===== src/rtl/aes3_ubit_mgr.sv =====
module aes3_ubit_mgr #(
  parameter int FRAMES = 192
) (
  input  logic       clk,
  input  logic       rst_n,
  input  logic       blk_start,
  input  logic       blk_mode,
  input  logic       hw_addr_we,
  input  logic [4:0] hw_addr,
  input  logic       hw_data_we,
  input  logic [7:0] hw_data,
  input  logic       sf_req,
  input  logic       sf_is_b,
  output logic       u_bit
);
  localparam int WW     = 16;
  localparam int BITS   = 2 * FRAMES;
  localparam int NWORDS = BITS / WW;
  localparam int FW     = $clog2(FRAMES);

  logic [BITS-1:0] usr_flat, tx_flat;
  logic            blk_mode_q;
  logic [FW-1:0]   fptr;
  logic [4:0]      addr_q, pend_addr;
  logic [7:0]      hi_byte;
  logic            hi_vld;
  logic [WW-1:0]   pend_word;
  logic            pend_vld;

  wire commit    = hw_data_we && hi_vld && !hw_addr_we;
  wire commit_ok = commit && (32'(addr_q) < NWORDS);
  wire [FW:0] bit_n = {fptr, sf_is_b};
  wire [FW:0] flat_idx = {bit_n[FW:4], ~bit_n[3:0]};

  assign u_bit = blk_mode_q & tx_flat[flat_idx];

  always_ff @(posedge clk) begin
    if (!rst_n) begin
      usr_flat   <= '0;
      tx_flat    <= '0;
      blk_mode_q <= 1'b0;
      fptr       <= '0;
      addr_q     <= '0;
      hi_byte    <= '0;
      hi_vld     <= 1'b0;
      pend_addr  <= '0;
      pend_word  <= '0;
      pend_vld   <= 1'b0;
    end else begin
      if (blk_start) begin
        tx_flat    <= usr_flat;
        blk_mode_q <= blk_mode;
        fptr       <= '0;
      end else if (sf_req && sf_is_b) begin
        fptr <= (fptr == FW'(FRAMES - 1)) ? '0 : fptr + 1'b1;
      end

      if (hw_addr_we) begin
        addr_q  <= hw_addr;
        hi_vld  <= hw_data_we;
        hi_byte <= hw_data;
      end else if (hw_data_we) begin
        hi_vld  <= !hi_vld;
        if (!hi_vld) hi_byte <= hw_data;
      end

      pend_vld <= commit_ok && blk_start;
      if (commit_ok && blk_start) begin
        pend_addr <= addr_q;
        pend_word <= {hi_byte, hw_data};
      end
      if (pend_vld)
        usr_flat[int'(pend_addr)*WW +: WW] <= pend_word;
      if (commit_ok && !blk_start)
        usr_flat[int'(addr_q)*WW +: WW] <= {hi_byte, hw_data};
    end
  end

  a_r9_mode_hold: assert property (@(posedge clk) disable iff (!rst_n)
    !blk_start |=> $stable(blk_mode_q));
  a_r8_ptr_range: assert property (@(posedge clk) disable iff (!rst_n)
    32'(fptr) < FRAMES);
  a_r8_ptr_restart: assert property (@(posedge clk) disable iff (!rst_n)
    blk_start |=> fptr == '0);
  a_r5_tx_hold: assert property (@(posedge clk) disable iff (!rst_n)
    !blk_start |=> $stable(tx_flat));
  a_r6_pend_once: assert property (@(posedge clk) disable iff (!rst_n)
    pend_vld |=> !pend_vld);
  a_r6_pend_cause: assert property (@(posedge clk) disable iff (!rst_n)
    $rose(pend_vld) |-> $past(blk_start));
  a_r3_range_ignored: assert property (@(posedge clk) disable iff (!rst_n)
    (commit && !(32'(addr_q) < NWORDS) && !pend_vld) |=> $stable(usr_flat));
endmodule


===== config.mk =====
export PLATFORM = sky130hd
export DESIGN_NAME = aes3_ubit_mgr
export DESIGN_NICKNAME = d
export VERILOG_FILES = /design/src/rtl/aes3_ubit_mgr.sv
export SDC_FILE = /design/constraint.sdc
export NUM_CORES = 2
export LEC_CHECK = 0
export ABC_AREA = 1
export BUFFER_PORTS_ARGS = -buffer_cell sky130_fd_sc_hd__buf_4
export CORE_UTILIZATION = 23
export CTS_CLUSTER_DIAMETER = 50
export DETAILED_ROUTE_END_ITERATION = 8
export GPL_TIMING_DRIVEN = 0
export MAX_ROUTING_LAYER = met4
export PLACE_DENSITY = 0.42
export RECOVER_POWER = 25
export SKIP_CTS_REPAIR_TIMING = 1
export SLEW_MARGIN = 20
export SYNTH_ARGS = -nofsm -noshare
export SYNTH_HDL_FRONTEND = slang
export SYNTH_SLANG_ARGS = --single-unit

===== constraint.sdc =====
create_clock -name clk -period 4.86 [get_ports clk]
set_input_delay 0.729 -clock clk [delete_from_list [all_inputs] [get_ports clk]]
set_output_delay 0.729 -clock clk [all_outputs]
set_load 0.1 [all_outputs]

==> results.sh <==
export IMPL_utilization_pct=28.64
export IMPL_cts_buffers=140
export IMPL_core_sq_um=165700
export IMPL_comb_power_share_pct=11.0
export IMPL_p_clk_share_pct=54.6
export IMPL_hold_violations=0
export IMPL_pin_count=22
export IMPL_syn2layout_area_growth_pct=23.01
export IMPL_crit_path_top_delay_cell="inv_1"
export IMPL_initial_core_util_pct=23.28
export IMPL_die_area_sq_um=169400
export IMPL_hpwl_mm=235.1
export IMPL_crit_fanout=10
export IMPL_synthDistinctLibCells=43
export IMPL_yosys_warnings=0
export IMPL_final_common_cell="nor2_1"
export IMPL_cts_tree="done"
export IMPL_grt_first_pass_wirelength_mm=393.6
export IMPL_die_h_microns=411.6
export IMPL_p_int_uw=14200
export IMPL_r2r_end="usr_flat[87]$_SDFF_PN0_"
export IMPL_nNetsFinal=5987
export IMPL_final_cell_mix="nor2_1 (1,130), o21ai_0 (926), dfxtp_1 (812)"
export IMPL_whs_endpoint="addr_q[1]$_SDFFE_PN0P_"
export IMPL_die_x_microns=411.6
export IMPL_overflow=0
export IMPL_n_fill_cell=18580
export IMPL_grtUsageTotal_pct=35.86
export IMPL_place_congestion=1.069
export IMPL_path_common_cell="nand3_1"
export IMPL_yosysTopAreaCell="dfxtp_1"
export IMPL_relSlewSlack_pct=-15.26
export IMPL_cp_start_kind="register"
export IMPL_finClkSkew_ns=0.03630
export IMPL_holdCritPathClass="in2reg"
export IMPL_crit_buf_inv=3
export IMPL_arrival_ns=4.22
export IMPL_switching_power_uw=6033
export IMPL_reg2reg_from="addr_q[0]$_SDFFE_PN0P_"
export IMPL_worstMarginPinSlew_ns=1.729
export IMPL_firstDrtPassIters=7
export IMPL_cts_sinks=813
export IMPL_syn_instance_count=5772
export IMPL_max_stage_delay_ns=0.72
export IMPL_drive_gt1_share_pct=9.055
export IMPL_hold_path_startpoint="hw_addr[1]"
export IMPL_synth_ff_type="dfxtp_1"
export IMPL_grt_pass1_vias=41790
export IMPL_vias=45610
export IMPL_max_cap_viol_count=3
export IMPL_final_cell_area_sq_um=47460
export IMPL_hold_depth=3
export IMPL_whs_ns=0.2224
export IMPL_post_route_drc_count=0
export IMPL_clkLatencyLatePin_ns=0.82
export IMPL_finalCritPeriodShare_pct=101.8
export IMPL_switching_share_pct=29.82
export IMPL_end_kind="output port"
export IMPL_root_buffer="clkbuf_16"
export IMPL_fin_ws_ns=-0.08931
export IMPL_cp_top_family="buffers and inverters"
export IMPL_wl_per_cell_microns=36.49
export IMPL_async_reset_ff_share_pct=0
export IMPL_failed_checks="capacitance limit, slew limit, setup timing"
export IMPL_power_density_nw_per_um2=426.2
export IMPL_setup_violations=4
export IMPL_syn_avg_cell_area_sq_um=6.685
export IMPL_placedInstanceArea_sq_um=42230
export IMPL_viasPerCell=5.502
export IMPL_port_buffers=18
export IMPL_setup_tns_final_ns=-0.1934
export IMPL_peakVddDrop_v=0.0003028
export IMPL_min_period_ns=4.949
export IMPL_path_cells="clkbuf_2 > inv_1 > nand3_1 > nand3_1 > nand3_1 > nand3_1 > nand2_1 > nand2_1 > a21oi_1 > buf_6"
export IMPL_reg2reg_depth=12
export IMPL_synth_edf_count=0
export IMPL_synth_seq_cells=813
export IMPL_antenna_found_initial=44
export IMPL_grt_max_degree=17
export IMPL_clkTransAtPathRegs_ns=0.06
export IMPL_synth_top_area_share_pct=42.18
export IMPL_power_frac_seq_pct=34.3
export IMPL_critPathKind="reg2out"
export IMPL_cp_required_ns=4.13
export IMPL_synth_area_sq_um=38590
export IMPL_synthTopCellsByArea="dfxtp_1 (42%), o21ai_0 (12%), nor2_1 (11%)"
export IMPL_drt_iter0_markers=6387
export IMPL_slew_viol_final=33
export IMPL_fmax_mhz=202.0
export IMPL_rrSetupSlack_ns=-0.06
export IMPL_ant_nets=0
export IMPL_drt_wl_total_mm=302.5
export IMPL_clk_path_buf_depth=3
export IMPL_ys_seq_area_share_pct=42.18
export IMPL_synth_nets=5798
export IMPL_fp_row_count=149
export IMPL_htree_levels=4
export IMPL_run_status="finished, violations left"
export IMPL_leakagePower_uw=0.01879
## state kept, by name (all words and copies together) (netlist names)
signal      cells
hi_byte         8
usr_flat      384
hi_vld          1
tx_flat       384
pend_word      16
pend_addr       5
blk_mode_q      1
fptr            8
addr_q          5
pend_vld        1
## stage by stage
step / setup WS [ns] / std cells / total power (uW)
6_report: -0.08931 / 8289 / 20230
5_1_grt: -0.004110 / 8274 / 20590
4_1_cts: -1.357 / 8260 / 20170
3_5_place_dp: -1.343 / 8005 / 9197
3_3_place_gp: -1.428 / 7979 / 9144
2_1_floorplan: 0.4858 / 5772 / 7950
## area by class of cell
class | instances | area [sq um] | area share, %
multi-input combinational | 4092 | 19090 | 40.22
sequential | 813 | 16280 | 34.29
clock buffer | 171 | 3801 | 8.008
tap | 2189 | 2739 | 5.770
buffer | 451 | 1984 | 4.181
inverter | 415 | 1568 | 3.303
clock inverter | 84 | 1249 | 2.631
timing repair buffer | 48 | 689.4 | 1.452
antenna | 26 | 65.06 | 0.1371
## cell families (layout without fill, tap and decap cells)
| logic type | Yosys count | after routing | share of synthesized area (%) |
|---|---|---|---|
| fa+ha+maj | 5 | 5 | 0.1621 |
| simple gates | 2437 | 2437 | 26.04 |
| other cells | 0 | 26 | 0 |
| buf+inv | 867 | 1169 | 8.732 |
| compound gates | 1649 | 1649 | 22.87 |
| xor+xnor | 1 | 1 | 0.02270 |
| flops | 813 | 813 | 42.18 |
## power groups by stage
stage / Clock, uW / Sequential (uW) / Combinational (uW)
after floorplan: 0 / 7040 / 908
after global placement: 0 / 7080 / 2060
after detailed placement: 0 / 7080 / 2110
after CTS: 11100 / 6940 / 2120
after global routing: 11400 / 6960 / 2240
final: 11000 / 6950 / 2230
## per-layer routing
layer	global-route usage, %	vias up	share of wire [%]
met5	-	-	0
met4	18.95	0	6.1
met3	7.702	621	9.5
met2	50.54	2688	41
met1	47.46	22600	43
li1	-	19690	-
## worst max-delay path by stage
stage	endpoint	cells past startpoint	from	slack [ns]
global route	u_bit	14	sf_is_b	-0.004
detailed placement	usr_flat[239]$_SDFF_PN0_	16	addr_q[0]$_SDFFE_PN0P_	-1.34
CTS	usr_flat[232]$_SDFF_PN0_	16	addr_q[0]$_SDFFE_PN0P_	-1.36
floorplan	u_bit	16	sf_is_b	0.49
finish	u_bit	10	fptr[3]$_SDFFE_PP0P_	-0.09
global placement	u_bit	13	sf_is_b	-1.43
## synth_stat cells, types with 2 or more instances
| cell type | count |
|---|---|
| a211oi_1 | 17 |
| a21oi_1 | 426 |
| a31oi_1 | 45 |
| buf_1 | 43 |
| buf_2 | 54 |
| buf_4 | 2 |
| buf_6 | 5 |
| clkbuf_1 | 348 |
| clkinv_1 | 12 |
| dfxtp_1 | 813 |
| ha_1 | 5 |
| inv_1 | 378 |
| inv_2 | 24 |
| nand2_1 | 761 |
| nand2_2 | 10 |
| nand3_1 | 356 |
| nand3_2 | 2 |
| nand4_1 | 28 |
| nand4_2 | 2 |
| nor2_1 | 1137 |
| nor2_2 | 8 |
| nor2_4 | 3 |
| nor3_1 | 96 |
| nor3_2 | 3 |
| nor3_4 | 2 |
| nor4_1 | 22 |
| nor4_4 | 2 |
| o211ai_1 | 152 |
| o21ai_0 | 926 |
| o21ai_1 | 53 |
| o221ai_1 | 14 |
| o31ai_1 | 12 |
## tightest hold or removal path: stages
cell,delay (ns)
buf_4,0.09
o21ai_0,0.07
a21oi_1,0.11
(Power assumes the default switching activity.)
